===== src/rtl/batt_test_pkg.sv =====
package batt_test_pkg;

  typedef enum logic [1:0] {
    PH_OFF = 2'd0,
    PH_REC = 2'd1,
    PH_RUN = 2'd2
  } phase_t;

  typedef enum logic [1:0] {
    RD_GOOD = 2'd0,
    RD_LOW  = 2'd1,
    RD_NONE = 2'd2
  } reading_t;

endpackage


===== src/rtl/bts_timer.sv =====
module bts_timer
  import batt_test_pkg::*;
#(
  parameter int REC_TICKS   = 5,
  parameter int PULSE_TICKS = 100,
  parameter int NORM_TICKS  = 8640000,
  parameter int WARN_TICKS  = 500,
  parameter int CW          = 24
) (
  input  logic clk,
  input  logic rst_n,
  input  logic tick,
  input  logic pwr_ok,
  input  logic warned,
  output logic load_en,
  output logic pulse_end,
  output logic first_test
);

  localparam logic [CW-1:0] REC_LAST   = CW'(REC_TICKS - 1);
  localparam logic [CW-1:0] PULSE_LAST = CW'(PULSE_TICKS - 1);
  localparam logic [CW-1:0] PULSE_LEN  = CW'(PULSE_TICKS);
  localparam logic [CW-1:0] NORM_LAST  = CW'(NORM_TICKS - 1);
  localparam logic [CW-1:0] WARN_LAST  = CW'(WARN_TICKS - 1);

  phase_t          ph_q, ph_d;
  logic [CW-1:0]   cnt_q, cnt_d;
  logic            first_q, first_d;
  logic [CW-1:0]   per_last;

  assign per_last = warned ? WARN_LAST : NORM_LAST;

  always_comb begin
    ph_d    = ph_q;
    cnt_d   = cnt_q;
    first_d = first_q;
    case (ph_q)
      PH_OFF: begin
        if (pwr_ok) begin
          ph_d  = PH_REC;
          cnt_d = '0;
        end
      end
      PH_REC: begin
        if (!pwr_ok) begin
          ph_d  = PH_OFF;
          cnt_d = '0;
        end else if (tick) begin
          if (cnt_q == REC_LAST) begin
            ph_d    = PH_RUN;
            cnt_d   = '0;
            first_d = 1'b1;
          end else begin
            cnt_d = cnt_q + 1'b1;
          end
        end
      end
      PH_RUN: begin
        if (!pwr_ok) begin
          ph_d    = PH_OFF;
          cnt_d   = '0;
          first_d = 1'b0;
        end else if (tick) begin
          if (cnt_q == PULSE_LAST) first_d = 1'b0;
          if (cnt_q >= per_last) cnt_d = '0;
          else                   cnt_d = cnt_q + 1'b1;
        end
      end
      default: begin
        ph_d    = PH_OFF;
        cnt_d   = '0;
        first_d = 1'b0;
      end
    endcase
  end

  always_ff @(posedge clk or negedge rst_n) begin
    if (!rst_n) begin
      ph_q    <= PH_OFF;
      cnt_q   <= '0;
      first_q <= 1'b0;
    end else begin
      ph_q    <= ph_d;
      cnt_q   <= cnt_d;
      first_q <= first_d;
    end
  end

  assign load_en    = (ph_q == PH_RUN) && (cnt_q < PULSE_LEN);
  assign pulse_end  = (ph_q == PH_RUN) && pwr_ok && tick && (cnt_q == PULSE_LAST);
  assign first_test = first_q;

endmodule


===== src/rtl/bts_sampler.sv =====
module bts_sampler
  import batt_test_pkg::*;
(
  input  logic     clk,
  input  logic     rst_n,
  input  logic     pwr_ok,
  input  logic     load_en,
  input  logic     pulse_end,
  input  logic     bat_low,
  input  logic     bat_none,
  output reading_t reading
);

  logic low_q, low_d;
  logic none_q, none_d;
  logic low_now, none_now;

  assign low_now  = load_en & bat_low;
  assign none_now = load_en & bat_none;

  always_comb begin
    low_d  = low_q | low_now;
    none_d = none_q | none_now;
    if (!pwr_ok || pulse_end) begin
      low_d  = 1'b0;
      none_d = 1'b0;
    end
  end

  always_ff @(posedge clk or negedge rst_n) begin
    if (!rst_n) begin
      low_q  <= 1'b0;
      none_q <= 1'b0;
    end else begin
      low_q  <= low_d;
      none_q <= none_d;
    end
  end

  always_comb begin
    if (none_q || none_now)    reading = RD_NONE;
    else if (low_q || low_now) reading = RD_LOW;
    else                       reading = RD_GOOD;
  end

endmodule


===== src/rtl/bts_warn.sv =====
module bts_warn
  import batt_test_pkg::*;
#(
  parameter int ABSENT_TICKS = 700,
  parameter int AW           = 10
) (
  input  logic     clk,
  input  logic     rst_n,
  input  logic     tick,
  input  logic     pwr_ok,
  input  logic     pulse_end,
  input  logic     first_test,
  input  reading_t reading,
  output logic     warned,
  output logic     clear_ok
);

  localparam logic [AW-1:0] ABS_LAST = AW'(ABSENT_TICKS - 1);

  logic          warn_q, warn_d;
  logic          abs_q, abs_d;
  logic [AW-1:0] acnt_q, acnt_d;
  logic          abs_done;

  assign abs_done = (acnt_q == ABS_LAST);
  assign clear_ok = first_test | (abs_q & abs_done);

  always_comb begin
    warn_d = warn_q;
    abs_d  = abs_q;
    acnt_d = acnt_q;
    if (!pwr_ok) begin
      abs_d  = 1'b0;
      acnt_d = '0;
    end else begin
      if (abs_q && tick && !abs_done) acnt_d = acnt_q + 1'b1;
      if (pulse_end) begin
        case (reading)
          RD_NONE: begin
            warn_d = 1'b1;
            if (!abs_q) begin
              abs_d  = 1'b1;
              acnt_d = '0;
            end
          end
          RD_LOW: begin
            warn_d = 1'b1;
            abs_d  = 1'b0;
            acnt_d = '0;
          end
          default: begin
            warn_d = warn_q & ~clear_ok;
            abs_d  = 1'b0;
            acnt_d = '0;
          end
        endcase
      end
    end
  end

  always_ff @(posedge clk or negedge rst_n) begin
    if (!rst_n) begin
      warn_q <= 1'b0;
      abs_q  <= 1'b0;
      acnt_q <= '0;
    end else begin
      warn_q <= warn_d;
      abs_q  <= abs_d;
      acnt_q <= acnt_d;
    end
  end

  assign warned = warn_q;

endmodule


===== src/rtl/batt_load_sched.sv =====
module batt_load_sched
  import batt_test_pkg::*;
#(
  parameter int REC_TICKS    = 5,
  parameter int PULSE_TICKS  = 100,
  parameter int NORM_TICKS   = 8640000,
  parameter int WARN_TICKS   = 500,
  parameter int ABSENT_TICKS = 700
) (
  input  logic clk,
  input  logic rst_n,
  input  logic tick,
  input  logic pwr_ok,
  input  logic bat_low,
  input  logic bat_none,
  output logic load_en,
  output logic warn_n
);

  localparam int CW = $clog2(NORM_TICKS + WARN_TICKS + REC_TICKS + 1);
  localparam int AW = $clog2(ABSENT_TICKS + 1);

  logic     warned;
  logic     pulse_end;
  logic     first_test;
  logic     clear_ok;
  reading_t reading;

  bts_timer #(
    .REC_TICKS  (REC_TICKS),
    .PULSE_TICKS(PULSE_TICKS),
    .NORM_TICKS (NORM_TICKS),
    .WARN_TICKS (WARN_TICKS),
    .CW         (CW)
  ) timer_i (
    .clk       (clk),
    .rst_n     (rst_n),
    .tick      (tick),
    .pwr_ok    (pwr_ok),
    .warned    (warned),
    .load_en   (load_en),
    .pulse_end (pulse_end),
    .first_test(first_test)
  );

  bts_sampler sampler_i (
    .clk      (clk),
    .rst_n    (rst_n),
    .pwr_ok   (pwr_ok),
    .load_en  (load_en),
    .pulse_end(pulse_end),
    .bat_low  (bat_low),
    .bat_none (bat_none),
    .reading  (reading)
  );

  bts_warn #(
    .ABSENT_TICKS(ABSENT_TICKS),
    .AW          (AW)
  ) warn_i (
    .clk       (clk),
    .rst_n     (rst_n),
    .tick      (tick),
    .pwr_ok    (pwr_ok),
    .pulse_end (pulse_end),
    .first_test(first_test),
    .reading   (reading),
    .warned    (warned),
    .clear_ok  (clear_ok)
  );

  assign warn_n = ~warned;

endmodule


===== config.mk =====
export PLATFORM = sky130hd
export DESIGN_NAME = batt_load_sched
export DESIGN_NICKNAME = d
export VERILOG_FILES = /design/src/rtl/batt_test_pkg.sv /design/src/rtl/bts_timer.sv /design/src/rtl/bts_sampler.sv /design/src/rtl/bts_warn.sv /design/src/rtl/batt_load_sched.sv
export SDC_FILE = /design/constraint.sdc
export NUM_CORES = 1
export LEC_CHECK = 0
export ABC_AREA = 1
export CORE_ASPECT_RATIO = 0.5
export CORE_MARGIN = 3
export CORE_UTILIZATION = 37
export DETAILED_ROUTE_END_ITERATION = 12
export PLACE_DENSITY = 0.56
export SLEW_MARGIN = 10
export SYNTH_ARGS = -nofsm -noshare
export SYNTH_HDL_FRONTEND = slang
export SYNTH_SLANG_ARGS = --single-unit

===== constraint.sdc =====
create_clock -name clk -period 2.5 [get_ports clk]
set_input_delay 0.5 -clock clk [delete_from_list [all_inputs] [get_ports clk]]
set_output_delay 0.5 -clock clk [all_outputs]
set_load 0.03 [all_outputs]

======== Word-level counts from Yosys, hierarchy flattened ========
Cells that the tools add are included.
cells by class
  add/sub/neg operators ................... 2
  magnitude comparators ................... 2
  equal/unequal tests ..................... 17
  mux-type cells .......................... 35
  bitwise operators ....................... 10
  reduce and logical (&&, ||, !) cells .... 17
operators by type and width
  cell                                                         number
  two-way mux 24 bit                                           8
  one-hot mux 24 bit (3 select lines)                          1
  two-way mux 10 bit                                           5
  adder 24 x 1 -> 24 bit, second input constant                1
  == test 24 x 3 -> 1 bit, second input constant               1
  == test 24 x 7 -> 1 bit, second input constant               1
  greater-or-equal comparator 24 bit                           1
  less-than comparator 24 x 7 -> 1 bit, second input constant  1
  two-way mux 1 bit                                            13
  two-way mux 2 bit                                            6
  adder 10 x 1 -> 10 bit, second input constant                1
  == test 10 bit, second input constant                        1
  inequality test 2 bit, second input constant                 4
  logical AND 1 bit                                            6
  inequality test 3 x 2 -> 1 bit, second input constant        2
  inequality test 3 bit, second input constant                 2
  one-hot mux 2 bit (3 select lines)                           1
  AND reduction 6 bit                                          1
  AND 1 bit                                                    4
  == test 2 x 1 -> 1 bit, second input constant                2
  == test 2 bit, second input constant                         2
  inequality test 2 x 1 -> 1 bit, second input constant        2
  AND reduction 4 bit                                          1
  logical OR 1 bit                                             3
  other kinds (8)                                              13
storage, ports and cells
  flip-flop bits (word level) ............. 41
  input bits .............................. 6
  logic and storage cells ................. 91

======== Logic depth before layout (Yosys ltp) ========
Gate-level depths: netlist (run 1).
  depth in word-level cells ............... 10
  gate-level depth with buffers ........... 14
  gate-level depth less buffers ........... 14

======== Hierarchy ========
A second synthesis (run 1) with hierarchy kept.
second synthesis, totals
  cells, all modules ...................... 450
  area, all modules ....................... 3,006.6 um^2
by module, submodules not included
  module           times used  cells an instance  area an instance (um^2)  sequential area each (um^2)
  bts_timer        1           326                2,138.3                  675.6
  bts_warn         1           112                773.2                    300.3
  bts_sampler      1           11                 91.3                     50.0
  batt_load_sched  1           1                  3.8                      0.0

======== Least setup slack after synthesis (run 1) ========
Ideal clock, no wire load.
  kind .................................... flip-flop to flip-flop
  start ................................... reg warn_i.warn_q (netlist: warn_i.warned)
  end ..................................... reg timer_i.cnt_q[10]
  setup time .............................. 125 ps
  arrival ................................. 1,691 ps
  data required time ...................... 2,375 ps
  path slack .............................. 685 ps
  cell stages (with the launch flop) ...... 12
  buffers on the path ..................... 1
  cell sequence ........................... dfrtp_1 ha_1 nand2_1 nor2_1 nand2_1 nor2_1 nand2_1 nand3_2 nand2_4 a21oi_4 buf_6 nor2_1
between the ends
  cells in the longest elaborated chain, start to end .. 6
RTL lines
  item                                 line             RTL
  start: declaration                   bts_warn.sv:20   logic warn_q, warn_d;
  start signal: assignment             bts_warn.sv:67   warn_q <= warn_d;
  two-way mux 24 bit                   bts_timer.sv:31  assign per_last = warned ? WARN_LAST : NORM_LAST;
  greater-or-equal comparator 24 bit   bts_timer.sv:65  if (cnt_q >= per_last) cnt_d = '0;
  two-way mux 24 bit                   bts_timer.sv:65
  two-way mux 24 bit                   bts_timer.sv:63  end else if (tick) begin
  two-way mux 24 bit                   bts_timer.sv:59  if (!pwr_ok) begin
  one-hot mux 24 bit (3 select lines)  bts_timer.sv:37  case (ph_q)
  end signal: assignment               bts_timer.sv:84  cnt_q <= cnt_d;
  end: declaration                     bts_timer.sv:27  logic [CW-1:0] cnt_q, cnt_d;
Every way passes these cells. The select of a mux whose other input is x is not followed.
A chain may end at the register's enable or synchronous reset.

======== Final worst setup path (run 1) ========
  start ................................... reg timer_i.cnt_q[21]
  end ..................................... out load_en
between the ends
  cells in the longest elaborated chain, start to end .. 2
RTL lines
  item                                  line                   RTL
  less-than comparator 24 x 7 -> 1 bit  bts_timer.sv:89        assign load_en = (ph_q == PH_RUN) && (cnt_q < PULSE_LEN);
  logical AND 1 bit                     bts_timer.sv:89
  end: declaration                      batt_load_sched.sv:16  output logic load_en,
Every way passes these cells.

==> results by group, run 1 <==
STA
  – Fin crit share: 0.938
  – Clock period minus worst slack: 2.35 ns
  – Final Setup Violations: 0
  – Slew HR: 0.642
  – Worst Hold Margin: 0.176 ns
  – Endpoints failing hold: 0
  – Final setup TNS: 0 ns
  – Pins over their slew limit: 0
  – Layout Skew: 0.00658 ns
  – Max Clk Rate: 0.426 GHz
  – Fin worst setup slack: 0.155 ns
  – RSZ-0062 raised after global routing: false
  – Measured slew at the worst slew-check pin: 0.537 ns

Setup path
  – Crit-path cells: nor2_2, nand2_1, nor2_1, nand2_1, nor2_2, dlygate4sd2_1
  – Crit end category: output pin
  – Buf/Inv on CP: 1
  – Reg2Reg Depth: 11
  – Critical path's top delay family: simple AND/OR/NAND/NOR gates
  – Crit Path Category: reg2out
  – CP Launch Type: flop
  – Worst EP arrival: 1.85 ns
  – Max FO, Critical Path: 5
  – Crit path depth: 6
  – Peak per-stage delay on the critical path: 0.43 ns
  – CP required: 2.00 ns
  – Slowest CP cell: dfrtp_1

Clocking
  – H-tree depth: 2
  – # hold bufs at CTS: 0
  – Clock latency at the later pin of the worst-skew pair: 0.29 ns
  – CTS clock-pin slew for the worst setup and hold paths: 0.06 ns
  – CTS tree: built
  – Clk sinks: 41
  – Num CTS Buffers: 5
  – CTS root buf: clkbuf_16
  – Bufs on Longest Clock Path: 2

Floorplan
  – Initial Util: 0.398
  – IO Count: 8
  – DIE AREA: 0.00943 sq mm
  – Row count: 22
  – Die Y: 70.2 um
  – Total core area: 0.00765 sq mm
  – Chip width: 134 um

Yosys
  – Area contributors post-synth: dfrtp_1 34%, nand2_1 16%, nor2_1 10%
  – Prevailing post-synth register cell: dfrtp_1
  – Register area share after synthesis: 0.337
  – Synth top area share: 0.337
  – Most frequent cell after synthesis: nand2_1
  – EDFF count, synth: 0
  – Synth async-reset ratio: 1.00
  – Yosys Warn Count: 0
  – Mapped Nets: 484
  – Mapped Area: 0.00305 sq mm
  – Library cells used by synthesis: 28
  – Synth Register Bits: 41
  – Mean Syn Cell Area: 6.58 sq um
  – Top cells by instance count after synthesis: 132 x nand2_1, 81 x nor2_1, 60 x inv_1
  – Leading area contributor after synthesis: dfrtp_1
  – Cells after synthesis: 463

Routing
  – Antenna Nets Post-Route: 0
  – DRT iter0 DRCs: 244
  – 1st-pass router iterations: 4
  – WL final: 7.64 mm
  – Via Count: 2884
  – Metal-1 WL: 3.89 mm
  – Metal2 WL: 3.29 mm
  – Uppermost layer routed: met4
  – WL met3: 398 um
  – WL per Instance: 12.8 um
  – Vias per cell: 4.84
  – Drc violations: 0

Power and ir drop
  – Leak Pwr: 1.64 nW
  – Pwr dens: 543 mW/mm^2
  – Worst vdd ir: 0.343 mV

GRT
  – Largest net degree at the start of global routing: 42
  – GRT Total Usage: 0.174
  – Vias in the first global route: 2789
  – First-pass GRT wire length: 13.3 mm
  – Initial antenna violation count: 0
  – GRT Residual Overflow: 0

Place
  – DP Wirelength: 5.79 mm
  – Port bufs: 7
  – Placer Congestion: 0.896
  – Setup slack after placement: 0.0999 ns

Flow run
  – Max Cap Viol: 0

Cells and area
  – # diodes: 0
  – # fillers: 831
  – Nets: 508
  – Layout area overhead: 14.9%
  – Layout cells sized above 1: 0.0820

Run status
  – Status: finished, final reports clean

Min path
  – Hold WC Path Type: in2async
-- cells in the final DEF (no fill, tap or decap), types with 5 or more instances in the layout --
cell             instances
dfrtp_1                 41
nand2_1                132
xor2_1                  10
inv_1                   60
nor3_1                  11
nand4_1                 20
a21oi_1                 13
ha_1                    15
clkdlybuf4s50_1          5
clkbuf_16                5
o21ai_0                 19
nor2_2                   7
nor2_1                  80
buf_4                   14
nand3_1                 33
-- worst paths after layout --
check	startpoint	endpoint	slack (ns)
worst max-delay path	timer_i.cnt_q[21]$_DFFE_PN0P_	load_en	0.15
worst min-delay path	rst_n	sampler_i.low_q$_DFF_PN0_	0.18
worst max register to register	warn_i.warned$_DFFE_PN0P_	timer_i.cnt_q[10]$_DFFE_PN0P_	0.24
worst min register to register	sampler_i.low_q$_DFF_PN0_	sampler_i.low_q$_DFF_PN0_	0.51
max in group asynchronous	rst_n	timer_i.cnt_q[11]$_DFFE_PN0P_	2.12
min in group clk	sampler_i.low_q$_DFF_PN0_	sampler_i.low_q$_DFF_PN0_	0.51
-- what timing repair did --
action / 4_1_cts / 5_1_grt
pin swaps: 0 / 1
resized for setup: 1 / 1
buffers inserted: 0 / 1
endpoints found under the setup margin: 1 / 16
-- power breakdown --
group	internal, mW	switching, mW
Sequential	0.691	0.0293
Combinational	0.186	0.364
Clock	0.367	0.264
-- per-layer routing --
metal  GRT usage  vias up
met3      0.0403        5
met5           0        -
met1       0.244     1305
met4      0.0530        0
met2       0.268       51
li1            -     1523
-- stage by stage --
stage / power [mW] / std cells / utilization / cell area (sq um)
floorplan: 1.08 / 463 / - / 3050
global route: 2.00 / 596 / 0.458 / 3500
finish: 1.90 / 596 / 0.458 / 3500
detailed placement: 1.24 / 587 / 0.437 / 3340
CTS: 1.88 / 595 / 0.455 / 3480
global placement: 1.24 / 587 / 0.437 / 3340
-- sequential cells by signal, summed over array words and instances (netlist names) --
name	count
sampler_i.low_q	1
timer_i.cnt_q	24
warn_i.warned	1
sampler_i.none_q	1
warn_i.acnt_q	10
timer_i.ph_q	2
warn_i.abs_q	1
timer_i.first_test	1
-- cell type report --
cell class	instances	area [sq um]	share of cell area
repair buffers	24	229	0.0654
multi-input cells	353	1740	0.497
clock buffers	6	129	0.0368
clock inverters	2	10.0	0.00286
flip-flops and latches	41	1030	0.293
well taps	108	135	0.0386
inverters	62	233	0.0665
-- cells by family after synthesis --
group	after synthesis	synth area share
AOI/OAI and AO/OA	38	0.0690
and+or+nand+nor	289	0.408
xor gates and xnor gates	11	0.0316
buffers and inverters	69	0.0928
adders and majority gates	15	0.0616
DFF	41	0.337
Note: power is estimated with default switching activity, not from simulation.
==> run 2: changes to the inputs <==
--- a/config.mk
+++ b/config.mk
@@ -6,6 +6,7 @@
 export NUM_CORES = 1
 export LEC_CHECK = 0
 export ABC_AREA = 1
+export ABC_CLOCK_PERIOD_IN_PS = 2500
 export CORE_ASPECT_RATIO = 0.5
 export CORE_MARGIN = 3
 export CORE_UTILIZATION = 37
==> results of run 2 <==
Same layout as run 1: the final DEF is identical, and so are final timing and power.
==> run 3: changes to the inputs <==
--- a/config.mk
+++ b/config.mk
@@ -7,6 +7,7 @@
 export LEC_CHECK = 0
 export ABC_AREA = 1
 export ABC_CLOCK_PERIOD_IN_PS = 2500
+export CAP_MARGIN = 0
 export CORE_ASPECT_RATIO = 0.5
 export CORE_MARGIN = 3
 export CORE_UTILIZATION = 37
==> results of run 3 <==
Same layout as run 1: the final DEF is identical, and so are final timing and power.
